===== src/rtl/dma_arb_pkg.sv =====
package dma_arb_pkg;

  // channel count is fixed by the four priority orders below
  localparam int ARB_NCH = 4;
  localparam int ARB_CW  = $clog2(ARB_NCH);

  typedef logic [ARB_CW-1:0] ch_idx_t;

  typedef struct packed {
    logic       rotate;
    logic [1:0] order_code;
    logic       hold;
  } arb_cfg_t;

  // rank 0 is the highest priority
  function automatic ch_idx_t fixed_rank(input logic [1:0] code, input ch_idx_t ch);
    case (code)
      2'b00:   return ch;                   // 0 1 2 3
      2'b01:   return ch ^ 2'b10;           // 2 3 0 1
      2'b10:   return {ch[0], ch[1]};       // 0 2 1 3
      default: return {~ch[0], ch[1]};      // 1 3 0 2
    endcase
  endfunction

  function automatic ch_idx_t rot_rank(input ch_idx_t ch, input ch_idx_t base);
    return ch - base;
  endfunction

  function automatic ch_idx_t rank_of(input logic rotate, input logic [1:0] code,
                                      input ch_idx_t base, input ch_idx_t ch);
    return rotate ? rot_rank(ch, base) : fixed_rank(code, ch);
  endfunction

  function automatic ch_idx_t onehot_idx(input logic [ARB_NCH-1:0] v);
    ch_idx_t r;
    r = '0;
    for (int i = 0; i < ARB_NCH; i++)
      if (v[i]) r = ch_idx_t'(i);
    return r;
  endfunction

endpackage


===== src/rtl/arb_cfg_latch.sv =====
module arb_cfg_latch
  import dma_arb_pkg::*;
(
  input  logic       clk,
  input  logic       rst_n,
  input  logic       load,
  input  logic [2:0] mode_in,
  input  logic       hold_in,
  output arb_cfg_t   cfg_q
);

  always_ff @(posedge clk or negedge rst_n) begin
    if (!rst_n)
      cfg_q <= '0;
    else if (load)
      cfg_q <= '{rotate: mode_in[2], order_code: mode_in[1:0], hold: hold_in};
  end

endmodule


===== src/rtl/arb_pick.sv =====
module arb_pick
  import dma_arb_pkg::*;
#(
  parameter int NCH = ARB_NCH
) (
  input  logic [NCH-1:0] mask,
  input  logic           rotate,
  input  logic [1:0]     code,
  input  ch_idx_t        base,
  output logic [NCH-1:0] win,
  output logic           any
);

  ch_idx_t rk [NCH];

  for (genvar c = 0; c < NCH; c++) begin : g_rank
    assign rk[c] = rank_of(rotate, code, base, ch_idx_t'(c));
  end

  // a channel wins when no other masked channel has a smaller rank
  always_comb begin
    win = '0;
    for (int c = 0; c < NCH; c++) begin
      win[c] = mask[c];
      for (int d = 0; d < NCH; d++)
        if (d != c && mask[d] && (rk[d] < rk[c])) win[c] = 1'b0;
    end
  end

  assign any = |mask;

  always_comb begin
    if (|mask) begin
      AST_PICK_SINGLE: assert ($onehot(win));
    end
  end

endmodule


===== src/rtl/arb_round_track.sv =====
module arb_round_track
  import dma_arb_pkg::*;
#(
  parameter int NCH = ARB_NCH
) (
  input  logic           clk,
  input  logic           rst_n,
  input  logic           enable,
  input  logic           busy,
  input  logic           ev_start,
  input  logic           ev_handoff,
  input  logic [NCH-1:0] owner,
  input  logic [NCH-1:0] req,
  input  ch_idx_t        rot_ptr,
  output logic [NCH-1:0] left,
  output ch_idx_t        base_q
);

  logic [NCH-1:0] round_q, round_n, join_v;
  ch_idx_t        base_n, own_idx, own_rank;
  logic           left_any;

  assign own_idx  = onehot_idx(owner);
  assign own_rank = rot_rank(own_idx, base_q);

  // late requesters ranked below the owner join; those above wait
  for (genvar c = 0; c < NCH; c++) begin : g_join
    assign join_v[c] = busy & req[c] & ~round_q[c] & ~owner[c]
                     & (rot_rank(ch_idx_t'(c), base_q) > own_rank);
  end

  assign left     = (round_q | join_v) & ~owner & req;
  assign left_any = |left;

  always_comb begin
    round_n = round_q;
    base_n  = base_q;
    if (!enable) begin
      round_n = '0;
    end else if (ev_start) begin
      round_n = req;
      base_n  = rot_ptr;
    end else if (ev_handoff) begin
      if (left_any) begin
        round_n = left;
      end else begin
        round_n = req;
        base_n  = rot_ptr;
      end
    end else if (busy) begin
      round_n = round_q | join_v;
    end
  end

  always_ff @(posedge clk or negedge rst_n) begin
    if (!rst_n) begin
      round_q <= '0;
      base_q  <= '0;
    end else begin
      round_q <= round_n;
      base_q  <= base_n;
    end
  end

  AST_OWNER_IN_ROUND: assert property (@(posedge clk) disable iff (!rst_n)
    (enable && |owner) |-> |(owner & round_q));

endmodule


===== src/rtl/dma_bus_arbiter.sv =====
module dma_bus_arbiter
  import dma_arb_pkg::*;
#(
  parameter int NCH = ARB_NCH
) (
  input  logic           clk,
  input  logic           rst_n,
  input  logic [NCH-1:0] chan_req,
  input  logic           cyc_done,
  input  logic           bus_ack,
  input  logic [2:0]     prio_mode,
  input  logic           hold_until_empty,
  output logic [NCH-1:0] chan_gnt,
  output logic           bus_req
);

  arb_cfg_t       cfg_q;
  logic [NCH-1:0] owner_q, owner_n;
  ch_idx_t        rot_ptr_q;

  // named events
  logic busy, ev_start, ev_done, own_req, ev_handoff, round_mode, cfg_load;

  logic [NCH-1:0] pk_req_win, pk_oth_win, pk_rnd_win, rnd_left;
  logic           pk_req_any, pk_oth_any, pk_rnd_any;
  ch_idx_t        rnd_base;

  assign busy       = |owner_q;
  assign ev_start   = ~busy & bus_ack & (|chan_req);
  assign ev_done    = busy & cyc_done;
  assign own_req    = |(owner_q & chan_req);
  assign ev_handoff = ev_done & ~own_req;
  assign round_mode = cfg_q.rotate & cfg_q.hold;
  assign cfg_load   = ~busy & ~ev_start;

  arb_cfg_latch u_cfg (
    .clk     (clk),
    .rst_n   (rst_n),
    .load    (cfg_load),
    .mode_in (prio_mode),
    .hold_in (hold_until_empty),
    .cfg_q   (cfg_q)
  );

  arb_pick #(.NCH(NCH)) u_pick_req (
    .mask   (chan_req),
    .rotate (cfg_q.rotate),
    .code   (cfg_q.order_code),
    .base   (rot_ptr_q),
    .win    (pk_req_win),
    .any    (pk_req_any)
  );

  arb_pick #(.NCH(NCH)) u_pick_oth (
    .mask   (chan_req & ~owner_q),
    .rotate (cfg_q.rotate),
    .code   (cfg_q.order_code),
    .base   (rot_ptr_q),
    .win    (pk_oth_win),
    .any    (pk_oth_any)
  );

  arb_round_track #(.NCH(NCH)) u_round (
    .clk        (clk),
    .rst_n      (rst_n),
    .enable     (round_mode),
    .busy       (busy),
    .ev_start   (ev_start),
    .ev_handoff (ev_handoff),
    .owner      (owner_q),
    .req        (chan_req),
    .rot_ptr    (rot_ptr_q),
    .left       (rnd_left),
    .base_q     (rnd_base)
  );

  arb_pick #(.NCH(NCH)) u_pick_rnd (
    .mask   (rnd_left),
    .rotate (1'b1),
    .code   (cfg_q.order_code),
    .base   (rnd_base),
    .win    (pk_rnd_win),
    .any    (pk_rnd_any)
  );

  always_comb begin
    owner_n = owner_q;
    if (!busy) begin
      if (ev_start) owner_n = pk_req_win;
    end else if (ev_done) begin
      if (round_mode) begin
        if (!own_req) owner_n = pk_rnd_any ? pk_rnd_win : pk_req_win;
      end else if (cfg_q.hold) begin
        if (!own_req) owner_n = pk_req_any ? pk_req_win : '0;
      end else begin
        owner_n = pk_oth_any ? pk_oth_win : (own_req ? owner_q : '0);
      end
    end
  end

  always_ff @(posedge clk or negedge rst_n) begin
    if (!rst_n) begin
      owner_q   <= '0;
      rot_ptr_q <= '0;
    end else begin
      owner_q <= owner_n;
      if (|owner_n) rot_ptr_q <= onehot_idx(owner_n) + ch_idx_t'(1);
    end
  end

  assign chan_gnt = owner_q & {NCH{bus_ack}};
  assign bus_req  = (|chan_req) | busy;

  AST_GNT_ONEHOT: assert property (@(posedge clk) disable iff (!rst_n)
    $onehot0(chan_gnt));

  AST_START_NEEDS_ACK: assert property (@(posedge clk) disable iff (!rst_n)
    ($past(!busy) && busy) |-> $past(bus_ack && (|chan_req)));

  AST_SWITCH_AT_END: assert property (@(posedge clk) disable iff (!rst_n)
    ($past(busy) && (owner_q != $past(owner_q))) |-> $past(cyc_done));

  AST_HOLD_KEEPS: assert property (@(posedge clk) disable iff (!rst_n)
    $past(busy && cfg_q.hold && own_req) |-> (owner_q == $past(owner_q)));

  AST_CFG_FROZEN: assert property (@(posedge clk) disable iff (!rst_n)
    $past(busy) |-> $stable(cfg_q));

endmodule


===== config.mk =====
export PLATFORM = sky130hd
export DESIGN_NAME = dma_bus_arbiter
export DESIGN_NICKNAME = d
export VERILOG_FILES = /design/src/rtl/dma_arb_pkg.sv /design/src/rtl/arb_cfg_latch.sv /design/src/rtl/arb_pick.sv /design/src/rtl/arb_round_track.sv /design/src/rtl/dma_bus_arbiter.sv
export SDC_FILE = /design/constraint.sdc
export NUM_CORES = 1
export LEC_CHECK = 0
export BUFFER_PORTS_ARGS = -buffer_cell sky130_fd_sc_hd__buf_2
export CORE_MARGIN = 1
export CORE_UTILIZATION = 60
export CTS_CLUSTER_DIAMETER = 200
export CTS_CLUSTER_SIZE = 12
export DETAILED_ROUTE_END_ITERATION = 16
export PLACE_DENSITY = 0.81
export SYNTH_ARGS = -nofsm -noshare
export SYNTH_HDL_FRONTEND = slang
export SYNTH_SLANG_ARGS = --single-unit

===== constraint.sdc =====
create_clock -name clk -period 4.96 [get_ports clk]
set_clock_uncertainty 0.05 [all_clocks]
set_input_delay 0.248 -clock clk [delete_from_list [all_inputs] [get_ports clk]]
set_output_delay 0.248 -clock clk [all_outputs]
set_load 0.05 [all_outputs]

After elaboration in Yosys (flattened, before gate mapping)
Cells that the tools add are included.

Muxes and demuxes: 70. Reductions and logical operators: 46. Equal/unequal tests: 4. $lt $le $gt $ge: 28. Bitwise gates (word level): 41. $mul: 0. Div/mod/pow operators: 0. $add $sub $neg: 10. Shift-type cells: 0.

Operators with widths (number): 4-bit 2-to-1 mux (16); 2-bit < comparator (24); 1-bit 2-to-1 mux (38); 1-bit logical AND (36); 2-bit 2-to-1 mux (14); 4-bit OR reduction (6); 1-bit bitwise AND (22); 4-bit bitwise AND (5); 2-bit case mux with 3 select lines (2); 1-bit inverter (11); 2-bit greater-than comparator (4); 1-bit by 2-bit subtractor with 2-bit output, first input constant (4); 2-bit subtractor, first input constant (4); 4-bit != test, second input constant (1); 4-bit inverter (1); 4-bit OR (1); 3-bit AND reduction (1); 2-bit by 1-bit adder with 2-bit output, second input constant (1); 2-bit by 1-bit == test with 1-bit output, second input constant (1); 2-bit == test, second input constant (1); 2-bit zero test (1); 2-bit != test, second input constant (1); 2-bit nonzero test (1); 2-bit OR reduction (1); 2 further kinds (2).

RAM bits: 0. Memory bits (read-only): 0. Memories: 0. Output and inout port bits: 5. Bits in latches: 0. Bits in registers: 16. Input bits: 12.

Longest topological paths before layout
Gate-level depths: netlist of run 1.

Word-level depth: 23. Mapped depth: 14. Gate-level depth less buffers: 14.

Hierarchy
A second synthesis of run 1 with hierarchy kept.

Cell total of the unflattened synthesis: 335. Area, all modules: 2712.6 µm².

By module, submodules not included: arb_pick (u_pick_oth ...) (times used 2, seq. area each 0.0 µm², cells an instance 63, area each 454.2 µm²); arb_round_track (times used 1, seq. area each 150.1 µm², cells an instance 91, area each 778.2 µm²); dma_bus_arbiter (times used 1, seq. area each 150.1 µm², cells an instance 63, area each 551.8 µm²); arb_pick (u_pick_req) (times used 1, seq. area each 0.0 µm², cells an instance 47, area each 329.1 µm²); arb_cfg_latch (times used 1, seq. area each 100.1 µm², cells an instance 8, area each 145.1 µm²).

Worst setup path before layout of run 1
No wires, ideal clock.

Path kind: flip-flop to flip-flop. From: register owner_q[2]. To: register rot_ptr_q[0]. Setup slack: 1667 ps. Required time: 4832 ps. Clock period less this slack: 3293 ps. Stages on the path, launching flop included: 14. Path buffers: 2. Arrival: 3165 ps. Cell sequence: dfrtp_1 -> buf_6 -> clkbuf_1 -> inv_1 -> a21oi_1 -> ha_1 -> xor2_2 -> mux2_4 -> a31oi_4 -> a32oi_1 -> a211oi_2 -> nor2_1 -> or4_1 -> a21boi_1.

Word-level cells in the longest chain between the ends: 22.

Ends and longest elaborated chain: from (decl) (line dma_bus_arbiter.sv:18) `logic [NCH-1:0] owner_q, owner_n;`; from (signal assigned) (line dma_bus_arbiter.sv:106) `owner_q <= owner_n;`; 2-bit 2-to-1 mux / 4-bit OR reduction (equally long branches) (line dma_arb_pkg.sv:38, dma_bus_arbiter.sv:28); 2-bit 2-to-1 mux / 1-bit bitwise AND (equally long branches) (line dma_arb_pkg.sv:38, arb_round_track.sv:28); 2-bit subtractor / 1-bit bitwise AND (equally long branches) (line dma_arb_pkg.sv:26, arb_round_track.sv:28); 2-bit greater-than comparator / 1-bit bitwise AND (equally long branches) (line arb_round_track.sv:29, arb_round_track.sv:28); 1-bit bitwise AND (line arb_round_track.sv:29) `& (rot_rank(ch_idx_t'(c), base_q) > own_rank);`; 4-bit OR (line arb_round_track.sv:32) `assign left = (round_q | join_v) & ~owner & req;`; 4-bit bitwise AND (2 in a row) (line arb_round_track.sv:32); 1-bit logical AND (line arb_pick.sv:26) `if (d != c && mask[d] && (rk[d] < rk[c])) win[c] = 1'b0;`; 1-bit 2-to-1 mux (3 in a row) (line arb_pick.sv:26); 4-bit 2-to-1 mux (2 in a row) (line dma_bus_arbiter.sv:92) `if (!own_req) owner_n = pk_rnd_any ? pk_rnd_win : pk_req_win;`; 4-bit 2-to-1 mux (line dma_bus_arbiter.sv:91) `if (round_mode) begin`; 4-bit 2-to-1 mux (line dma_bus_arbiter.sv:90) `end else if (ev_done) begin`; 4-bit 2-to-1 mux (*) (line dma_bus_arbiter.sv:88) `if (!busy) begin`; 1-bit 2-to-1 mux (line dma_arb_pkg.sv:38) `if (v[i]) r = ch_idx_t'(i);`; 2-bit 2-to-1 mux (2 in a row) (line dma_arb_pkg.sv:38); 2-bit 2-to-1 mux (line dma_bus_arbiter.sv:107) `if (|owner_n) rot_ptr_q <= onehot_idx(owner_n) + ch_idx_t'(1);`; 2-bit by 1-bit adder with 2-bit output (line dma_bus_arbiter.sv:107); to (signal assigned) (line dma_bus_arbiter.sv:107); to (decl) (line dma_bus_arbiter.sv:19) `ch_idx_t rot_ptr_q;`.

Every way passes the cells marked *; elsewhere a longest branch is shown, timed or not. The select of a mux whose other input is x is not followed. A chain may end at the register's enable or synchronous reset.

Final worst setup path of run 1
Same ends and word-level chain as after synthesis.

==> metrics.md, run 1 <==
| Metric | Value |
|---|---|
| CORE AREA | between 3000 and 4000 µm² |
| Max clock buf depth | 2 |
| Initial Util | 63.5% |
| TNS Setup | 0 ns |
| Hold_ws | roughly 0.14 ns |
| IO Count | 17 |
| Post-synth top area cell | dfrtp_1 |
| Global route total overflow | 0 |
| M1 GR Usage | 47.6% |
| Clock Tree Root | clkbuf_4 |
| Critical Path Start Type | register |
| CTS tree | done |
| Cts hold-fix bufs | 1 |
| DRT Pass-1 Iters | 5 |
| Routed via count | roughly 2200 |
| Clk pin slew, worst setup/hold paths | about 0.090 ns |
| Crit Path Category | register to register |
| Post-cts gate resize count | 0 |
| Gr usage total | 34.2% |
| Largest net degree at the start of global routing | 22 |
| Relative slew margins | 54.4% |
| Worst-path fanout max | 20 |
| # rows | 21 |
| DRC Markers | 0 |
| CP required | 5.13 ns |
| Final period util | 76.1% |
| Post-route setup slack | 1.19 ns |
| Min-delay worst type | input pin to register |
| Ys flop type | dfrtp_1 |
| I/O Buffers | 16 |
| Crit path DAT | roughly 4 ns |
| Largest cells by area after synthesis | dfrtp_1 19%, ha_1 9.3%, a21oi_1 5.1% |
| Initial antenna violation count | 0 |
| Nets | 316 |
| Number of global-route vias before repair | about 2100 |
| ANT cells | 0 |
| Routed len/inst | 17.7 µm |
| HPWL Detailed | 4540 µm |
| Fraction of post-synthesis cell area in the top cell type by area | a little under a fifth |
| Syn_nets | 309 |
| Sequential fraction of the synthesis area | 18.6% |
| Hold Vio Cnt, Final | 0 |
| Post-synth ARST share | 100% |
| Final Max Slew Viols | 0 |
| Gate Count Post-Synth | 281 |
| Unrepaired setup endpoints after global routing | no |
| Synth unique cells | 67 |
| Yosys Warn Count | 0 |
| Cell Area, Synth | about 2200 µm² |
| Crit. End Element | register |
| Area grow syn2layout | 5.35% |
| Yosys reg bits | 16 |
| Die H | around 62 µm |
| First-pass GRT wire length | 9480 µm |
| Num CTS Buffers | 3 |
| # setup viols final | 0 |
| Latest clock arrival within the worst-skew pair | 0.28 ns |
| Worst Setup Slack post-DPL | 1.30 ns |
| H-tree level count | 1 |
| Initial DRC Count | 199 |
| Post-synth EDFFs | 0 |
| Routed WL | 5910 µm |
| Share of layout cells above drive strength 1 | 13.2% |
| Detail Route Antenna Nets | 0 |
| CTS sink cnt | 16 |
| Vias/cell | 6.66 |
| Syn avg cell area | 7.66 µm² |
| GPL Wtd Cong | 1.06 |
| Max-cap viol count | 0 |
| Fmax | 0.265 GHz |
| Met2 usage | between 50% and 60% |
| Slew of the pin with the lowest slew margin | 0.667 ns |
| Post-route minimum period | 3.77 ns |
| Status | complete, no violations |
| GR met3 Demand/Resource | 3.52% |
| Die ar. | 3830 µm² |
| Post-CTS setup buffers | 0 |
| Die W | 61.9 µm |
| Most Used Layer, Global Route | met2 |
worst max-delay path: stages, from the launching register on:
cell      delay (ns)
dfrtp_1         0.79
inv_1           0.13
a21oi_1         0.28
ha_1            0.32
xor2_2          0.32
mux2_4          0.36
a31oi_4         0.26
a32oi_1         0.19
a211oi_2        0.27
nor2_1          0.08
or4_1           0.51
a21boi_1        0.15
Yosys cell counts, types with 3 or more instances:
| master | number |
|---|---|
| inv_1 | 23 |
| a21oi_1 | 22 |
| nor3_1 | 6 |
| nor2b_1 | 6 |
| buf_2 | 4 |
| o22ai_1 | 4 |
| a22o_1 | 4 |
| o21ai_0 | 14 |
| nand2b_1 | 8 |
| nand2_1 | 26 |
| dfrtp_1 | 16 |
| nand4_1 | 3 |
| a31oi_1 | 3 |
| o21ai_1 | 3 |
| o31a_1 | 3 |
| o211ai_1 | 6 |
| mux2_2 | 6 |
| nand3b_1 | 4 |
| ha_1 | 16 |
| nand3_1 | 6 |
| or3_1 | 3 |
| nor2_1 | 16 |
| a21o_1 | 3 |
| clkbuf_1 | 10 |
| a21boi_0 | 4 |
| and2_1 | 4 |
state kept, by name, indices dropped and copies added, names as in the netlist:
signal	count
rot_ptr_q	2
owner_q	4
u_round.base_q	2
u_cfg.cfg_q	4
u_round.round_q	4
metrics by stage:
stage | utilization [%] | instances | instance area, µm²
3_3_place_gp | 65.6 | 328 | 2220
4_1_cts | 66.9 | 333 | 2270
3_5_place_dp | 65.6 | 328 | 2220
6_report | 66.9 | 333 | 2270
5_1_grt | 66.9 | 333 | 2270
2_1_floorplan | - | 281 | 2150
per-layer routing:
layer / vias to the layer above / part of all wire, % / wire length (µm)
li1: 1056 / - / -
met1: 1023 / 45 / 2690
met2: 120 / 43 / 2560
met3: 19 / 8.7 / 517
met4: 0 / 2.5 / 145
met5: - / 0 / 0
cell families (layout without fill, tap and decap cells):
logic type               Yosys count  after routing  share of synthesized area (%)
XOR/XNOR                           4              4                           1.98
adder cells (fa/ha/maj)           17             17                           9.76
buffers and inverters             38             44                           7.21
multiplexers                       9              9                           4.76
AND/OR/NAND/NOR                   96             96                           23.5
AO/OA/AOI/OAI                    101            101                           34.2
flip-flops                        16             16                           18.6
cell usage in the layout (no fill, tap or decap), drive strengths merged, types with 6 or more instances in the layout:
| cell type | instances |
|---|---|
| a21boi | 6 |
| a21oi | 22 |
| buf | 16 |
| dfrtp | 16 |
| ha | 16 |
| inv | 23 |
| mux2 | 7 |
| nand2 | 26 |
| nand2b | 8 |
| nand3 | 6 |
| nor2 | 16 |
| nor2b | 6 |
| nor3 | 6 |
| o211ai | 6 |
| o21ai | 17 |
final timing paths:
path                                     from                 end  slack [ns]  cells after the start
setup / recovery                   owner_q[2]        rot_ptr_q[0]        1.19                     11
min in group asynchronous               rst_n        rot_ptr_q[0]        0.33                      2
setup reg to reg                   owner_q[2]        rot_ptr_q[0]        1.19                     11
hold reg to reg            u_round.round_q[0]  u_round.round_q[0]        0.54                      2
max in group asynchronous               rst_n  u_round.round_q[2]        4.28                      2
hold / removal                   prio_mode[0]      u_cfg.cfg_q[1]        0.14                      2
cell type report:
| type | count | area [µm²] |
|---|---|---|
| fill | 304 | 1120 |
| timing repair buffer | 17 | 90.1 |
| sequential | 16 | 400 |
| clock buffer | 4 | 36.3 |
| tap | 46 | 57.6 |
| multi-input combinational | 227 | 1600 |
| inverter | 23 | 86.3 |
Power of run 1 is left out: the tool's default activity adds up to more than one toggle a clock period on the data nets, which glitch-free logic cannot reach.
==> run 2: changes to the inputs <==
--- a/config.mk
+++ b/config.mk
@@ -7,11 +7,11 @@
 export LEC_CHECK = 0
 export BUFFER_PORTS_ARGS = -buffer_cell sky130_fd_sc_hd__buf_2
 export CORE_MARGIN = 1
-export CORE_UTILIZATION = 60
+export CORE_UTILIZATION = 55
 export CTS_CLUSTER_DIAMETER = 200
 export CTS_CLUSTER_SIZE = 12
 export DETAILED_ROUTE_END_ITERATION = 16
-export PLACE_DENSITY = 0.81
+export PLACE_DENSITY = 0.78
 export SYNTH_ARGS = -nofsm -noshare
 export SYNTH_HDL_FRONTEND = slang
 export SYNTH_SLANG_ARGS = --single-unit
==> constraint.sdc (replaced) <==
create_clock -name clk -period 3.2 [get_ports clk]
set_clock_uncertainty 0.05 [all_clocks]
set_input_delay 0.16 -clock clk [delete_from_list [all_inputs] [get_ports clk]]
set_output_delay 0.16 -clock clk [all_outputs]
set_load 0.05 [all_outputs]
==> run 2 against run 1 <==
Effect of this change:
- sequential share of layout area shrank 2.5 points
- maximum frequency grew 20%
- final cell count up 9.3%
- hold slack got worse by 0.051 ns
- non-clock buffer count grew 29
- register-to-register slack got worse by 1.1 ns
- routed wire length increased by 10%
- worst setup slack lost 1.1 ns
- utilization is 4.2 points higher
==> metrics.md, run 2 (synthesis results as in run 1) <==
| Metric | Value |
|---|---|
| Largest net degree at the start of global routing | 21 (was 22) |
| Max clock buf depth | 2 (unchanged) |
| Crit Path Category | register to register (unchanged) |
| Vias/cell | 6.30 (was 6.66) |
| Area of the multi-input gates | 1730 µm² (was 1600 µm²) |
| H-tree level count | 1 (unchanged) |
| Latest clock arrival within the worst-skew pair | 0.25 ns (was 0.28 ns) |
| Min-delay worst type | input pin to register (unchanged) |
| Most frequent cells in the layout | 29 x buf_4, 26 x nand2_1, 20 x inv_1, 17 x a21oi_1 (was 26 x nand2_1, 23 x inv_1, 22 x a21oi_1) |
| Gr usage total | 31.9% (was 34.2%) |
| Initial Util | 57.9% (was 63.5%) |
| GR met3 Demand/Resource | 5.11% (was 3.52%) |
| Crit path DAT | 3.26 ns (was 3.94 ns) |
| CP required | 3.32 ns (was 5.13 ns) |
| Post-route setup slack | 0.0638 ns (was 1.19 ns) |
| Max-cap viol count | 0 (unchanged) |
| Commonest non-fill, non-tap cell in the layout | buf_4 (was nand2_1) |
| Routed WL | 6500 µm (was 5910 µm) |
| M1 GR Usage | 44.3% (was 47.6%) |
| Crit. End Element | register (unchanged) |
| Nets | 345 (was 316) |
| Share of layout cells above drive strength 1 | 28.2% (was 13.2%) |
| Hold Vio Cnt, Final | 0 (unchanged) |
| IO Count | 17 (unchanged) |
| Biggest regs | owner_q (4), u_cfg.cfg_q (4), u_round.round_q (4) (unchanged) |
| CTS tree | done (unchanged) |
| Routed len/inst | 17.9 µm (was 17.7 µm) |
| Slowest cell on crit path | dfrtp_1 (unchanged) |
| Worst Setup Slack post-DPL | -0.124 ns (was 1.30 ns) |
| Area grow syn2layout | 22.7% (was 5.35%) |
| Final period util | 98.0% (was 76.1%) |
| Final Max Slew Viols | 0 (unchanged) |
| HPWL Detailed | 4840 µm (was 4540 µm) |
| Routed via count | 2293 (was 2218) |
| Critical Path Start Type | register (unchanged) |
| DRT Pass-1 Iters | 4 (was 5) |
| Met2 usage | 49.6% (was 52.8%) |
| Fmax | 0.319 GHz (was 0.265 GHz) |
| Clock Tree Root | clkbuf_8 (was clkbuf_4) |
| Global route total overflow | 0 (unchanged) |
| Die ar. | 4170 µm² (was 3830 µm²) |
| Unrepaired setup endpoints after global routing | yes (was no) |
| I/O Buffers | 16 (unchanged) |
| Crit-path cells | buf_4 -> ha_1 -> o31a_1 -> ha_4 -> a21boi_4 -> nor2_2 -> a221oi_2 -> buf_4 -> buf_4 -> a21oi_1 -> o21ai_1 -> nor2_1 -> or4_1 -> a21boi_1 (was inv_1 -> a21oi_1 -> ha_1 -> xor2_2 -> mux2_4 -> a31oi_4 -> a32oi_1 -> a211oi_2 -> nor2_1 -> or4_1 -> a21boi_1) |
| Initial DRC Count | 206 (was 199) |
| Most Used Layer, Global Route | met2 (unchanged) |
| Slew of the pin with the lowest slew margin | 0.527 ns (was 0.667 ns) |
| Worst-path fanout max | 3 (was 20) |
| Num CTS Buffers | 3 (unchanged) |
| Status | complete, no violations (unchanged) |
| CORE AREA | 3720 µm² (was 3390 µm²) |
| # rows | 22 (was 21) |
| GPL Wtd Cong | 0.937 (was 1.06) |
| Initial antenna violation count | 0 (unchanged) |
| Clk pin slew, worst setup/hold paths | 0.06 ns (was 0.09 ns) |
| Relative slew margins | 64.8% (was 54.4%) |
| Detail Route Antenna Nets | 0 (unchanged) |
| Die H | 64.6 µm (was 61.9 µm) |
| DRC Markers | 0 (unchanged) |
| Register area | 400 µm² (unchanged) |
| # setup viols final | 0 (unchanged) |
| ANT cells | 0 (unchanged) |
| Crit-path max cell delay | 0.40 ns (was 0.79 ns) |
| # fillers | 316 (was 304) |
| CP most frequent cell | buf_4 |
| Die W | 64.6 µm (was 61.9 µm) |
| First-pass GRT wire length | 10200 µm (was 9480 µm) |
| Number of global-route vias before repair | 2171 (was 2051) |
| CTS sink cnt | 16 (unchanged) |
| Post-route minimum period | 3.14 ns (was 3.77 ns) |
-- run 2: changes by cell type in the layout (fill, tap and decap cells not counted), sizes merged --
cell	delta
buf	+29
-- run 2: worst paths after layout --
| kind | slack, ns | cells after the start | from | to |
|---|---|---|---|---|
| setup / recovery | 0.06 | 14 | u_cfg.cfg_q[2] | rot_ptr_q[0] |
| hold / removal | 0.09 | 2 | hold_until_empty | u_cfg.cfg_q[0] |
| setup reg to reg | 0.06 | 14 | u_cfg.cfg_q[2] | rot_ptr_q[0] |
| hold reg to reg | 0.52 | 1 | u_cfg.cfg_q[2] | u_cfg.cfg_q[2] |
| max in group asynchronous | 2.53 | 2 | rst_n | rot_ptr_q[0] |
| min in group asynchronous | 0.30 | 2 | rst_n | u_round.round_q[2] |
-- run 2: worst max-delay path, delay by kind of cell (launching register included) --
kind                     cells  cell delay [ns]
AO/OA/AOI/OAI                6             1.17
AND/OR/NAND/NOR              3             0.52
adder cells (fa/ha/maj)      2             0.48
buffers and inverters        3             0.43
flip-flops                   1             0.40
-- run 2: metrics by stage --
stage,TNS (ns),utilization (%),hold slack (ns),area [µm²],cells
detailed placement,-0.124,65.1,0.0412,2420,356
global placement,-0.0102,65.1,0.0417,2420,356
finish,0,71.1,0.0874,2640,364
CTS,0,67.5,0.0859,2510,362
floorplan,0,-,-0.186,2150,281
global route,-0.0540,71.1,0.0873,2640,364
-- run 2: layer usage --
layer,wire length (µm),part of all wire [%]
met3,491,7.6
met1,3020,46
met5,0,0
met4,90,1.4
met2,2900,45
-- run 2: final cells by class --
| cell class | count | share of cell area [%] |
|---|---|---|
| flip-flops and latches | 16 | 15.2 |
| repair buffers | 46 | 11.7 |
| inverters | 23 | 3.27 |
| well taps | 48 | 2.27 |
| clock buffers | 4 | 2.08 |
| multi-input cells | 227 | 65.6 |
-- run 2: timing repair --
| item | CTS | global route |
|---|---|---|
| pin swaps | 2 | 9 |
| resized for setup | 5 | 24 |
| setup endpoints to repair | 1 | 7 |
| hold buffers | 1 | 0 |
| endpoints found under the hold margin | 16 | 0 |
| setup buffers | 1 | 2 |
Power of run 2 is left out for the same reason.
==> run 3: changes to the inputs <==
--- a/config.mk
+++ b/config.mk
@@ -7,11 +7,11 @@
 export LEC_CHECK = 0
 export BUFFER_PORTS_ARGS = -buffer_cell sky130_fd_sc_hd__buf_2
 export CORE_MARGIN = 1
-export CORE_UTILIZATION = 55
+export CORE_UTILIZATION = 60
 export CTS_CLUSTER_DIAMETER = 200
 export CTS_CLUSTER_SIZE = 12
 export DETAILED_ROUTE_END_ITERATION = 16
-export PLACE_DENSITY = 0.78
+export PLACE_DENSITY = 0.81
 export SYNTH_ARGS = -nofsm -noshare
 export SYNTH_HDL_FRONTEND = slang
 export SYNTH_SLANG_ARGS = --single-unit
==> constraint.sdc (replaced) <==
create_clock -name clk -period 3.9 [get_ports clk]
set_clock_uncertainty 0.05 [all_clocks]
set_input_delay 0.195 -clock clk [delete_from_list [all_inputs] [get_ports clk]]
set_output_delay 0.195 -clock clk [all_outputs]
set_load 0.05 [all_outputs]
==> run 3 against run 2 <==
Effect of this change:
- critical path depth unchanged
- global-route usage increased by 0.45 points
- first-iteration DRC count increased by 63%
- non-clock buffer count decreased by 25
- utilization fell by 3.7 points
- final cell count is 7.7% lower
- flip-flop and latch count unchanged
- sequential share of layout area is 2.4 points higher
- via count decreased by 3.1%
- register-to-register slack improved by 0.25 ns
- largest cell class unchanged
==> metrics.md, run 3 (synthesis results as in run 1) <==
| Metric | Value |
|---|---|
| Status | complete, no violations (unchanged) |
| Reg2Reg Capture Point | rot_ptr_q[0] (unchanged) |
| Die W | 61.9 µm (was 64.6 µm) |
| Initial Util | 63.5% (was 57.9%) |
| Max clock buf depth | 2 (unchanged) |
| Number of global-route vias before repair | 1886 (was 2171) |
| # setup viols final | 0 (unchanged) |
| DRC Markers | 0 (unchanged) |
| Post-Place Cells | 332 (was 356) |
| H-tree level count | 1 (unchanged) |
| Fmax | 0.279 GHz (was 0.319 GHz) |
| First-pass GRT wire length | 9090 µm (was 10200 µm) |
| Die ar. | 3830 µm² (was 4170 µm²) |
| TNS Setup | 0 ns (unchanged) |
| R2R Setup Slk | 0.32 ns (was 0.06 ns) |
| CORE AREA | 3390 µm² (was 3720 µm²) |
| Slew of the pin with the lowest slew margin | 0.779 ns (was 0.527 ns) |
| Routed WL | 5780 µm (was 6500 µm) |
| Gr usage total | 32.4% (was 31.9%) |
| Initial antenna violation count | 0 (unchanged) |
| Critical Path Start Type | register (unchanged) |
| IO Count | 17 (unchanged) |
| Latest clock arrival within the worst-skew pair | 0.27 ns (was 0.25 ns) |
| Final period util | 91.8% (was 98.0%) |
| Worst-path fanout max | 5 (was 3) |
| Most frequent cells in the layout | 26 x nand2_1, 23 x inv_1, 22 x a21oi_1 (was 29 x buf_4, 26 x nand2_1, 20 x inv_1, 17 x a21oi_1) |
| Die H | 61.9 µm (was 64.6 µm) |
| Largest net degree at the start of global routing | 21 (unchanged) |
| I/O Buffers | 16 (unchanged) |
| Initial DRC Count | 336 (was 206) |
| CP required | 4.05 ns (was 3.32 ns) |
| Routed via count | 2222 (was 2293) |
| Util after Layout | 67.4% (was 71.1%) |
| Crit. End Element | register (unchanged) |
| Vias/cell | 6.61 (was 6.30) |
| Final Max Slew Viols | 0 (unchanged) |
| Final Non-Filler Cells | 336 (was 364) |
| Relative slew margins | 47.6% (was 64.8%) |
| Clock Tree Root | clkbuf_4 (was clkbuf_8) |
| Unrepaired setup endpoints after global routing | no (was yes) |
| WHS Path Cells | 2 (unchanged) |
| Min-delay worst type | input pin to register (unchanged) |
| Crit path DAT | 3.73 ns (was 3.26 ns) |
| Worst reg-to-reg path cell count | 14 (unchanged) |
| Num CTS Buffers | 3 (unchanged) |
| Area grow syn2layout | 6.10% (was 22.7%) |
| Max-cap viol count | 0 (unchanged) |
| Post-route minimum period | 3.58 ns (was 3.14 ns) |
| Clk pin slew, worst setup/hold paths | 0.08 ns (was 0.06 ns) |
| CTS sink cnt | 16 (unchanged) |
| ANT cells | 0 (unchanged) |
| CTS tree | done (unchanged) |
| Critical Path Start | u_cfg.cfg_q[1] (was u_cfg.cfg_q[2]) |
| CP endpoint | rot_ptr_q[0] (unchanged) |
| Detail Route Antenna Nets | 0 (unchanged) |
| Commonest non-fill, non-tap cell in the layout | nand2_1 (was buf_4) |
| DRT Pass-1 Iters | 5 (was 4) |
| Biggest regs | owner_q (4), u_cfg.cfg_q (4), u_round.round_q (4) (unchanged) |
| Hold Vio Cnt, Final | 0 (unchanged) |
| GPL Wtd Cong | 0.960 (was 0.937) |
| HPWL Detailed | 4550 µm (was 4840 µm) |
| # rows | 21 (was 22) |
| Share of layout cells above drive strength 1 | 14.1% (was 28.2%) |
| Nets | 320 (was 345) |
| Crit Path Category | register to register (unchanged) |
| R2R Path Start | u_cfg.cfg_q[1] (was u_cfg.cfg_q[2]) |
| Routed len/inst | 17.2 µm (was 17.9 µm) |
| Global route total overflow | 0 (unchanged) |
[run 3: cell count changes in the layout (fill, tap and decap cells not counted), sizes merged]
cell	before	now
clkbuf	4	3
buf	45	20
[run 3: worst min path at each step]
stage,slack [ns],startpoint,endpoint
floorplan,-0.15,rst_n,owner_q[0]
global placement,0.07,rst_n,u_round.base_q[1]
detailed placement,0.07,rst_n,u_round.base_q[1]
CTS,0.10,prio_mode[0],u_cfg.cfg_q[1]
global route,0.09,hold_until_empty,u_cfg.cfg_q[0]
finish,0.10,prio_mode[0],u_cfg.cfg_q[1]
[run 3: area by class of cell]
type                            instances  area [µm²]
Timing Repair Buffer                   21         120
Clock buffer                            3        22.5
Inverter                               23        86.3
Fill cell                             282        1100
Tap cell                               46        57.6
Multi-Input combinational cell        227        1600
Sequential cell                        16         400
[run 3: routing by layer]
| metal | track usage (%) | part of all wire (%) |
|---|---|---|
| met5 | 0 | 0 |
| met4 | 7.94 | 2.4 |
| met3 | 5.80 | 10 |
| met2 | 48.8 | 43 |
| met1 | 47.9 | 45 |
[run 3: timing repair]
item | 4_1_cts | 5_1_grt
hold buffers | 1 | 0
setup buffers | 0 | 0
endpoints found under the hold margin | 16 | 0
gates resized for setup | 0 | 0
endpoints found under the setup margin | 0 | 0
[run 3: critical path, stage by stage (launching register included)]
cell,delay (ns)
dfrtp_1,0.41
inv_1,0.10
ha_1,0.31
nor2b_1,0.16
a21oi_1,0.22
inv_1,0.08
ha_1,0.30
a21boi_0,0.26
o221ai_1,0.22
o221ai_1,0.21
o2111ai_1,0.17
nand4_1,0.16
o211ai_1,0.15
or4_1,0.54
a21boi_1,0.16
[run 3: stage by stage]
stage          hold slack (ns)  area (µm²)  setup slack, ns
6_report                 0.103        2280            0.318
5_1_grt                 0.0926        2280           0.0306
4_1_cts                  0.101        2280            0.378
3_5_place_dp            0.0675        2250            0.400
3_3_place_gp            0.0678        2250            0.607
2_1_floorplan           -0.151        2150            0.607
Power of run 3 is left out for the same reason.
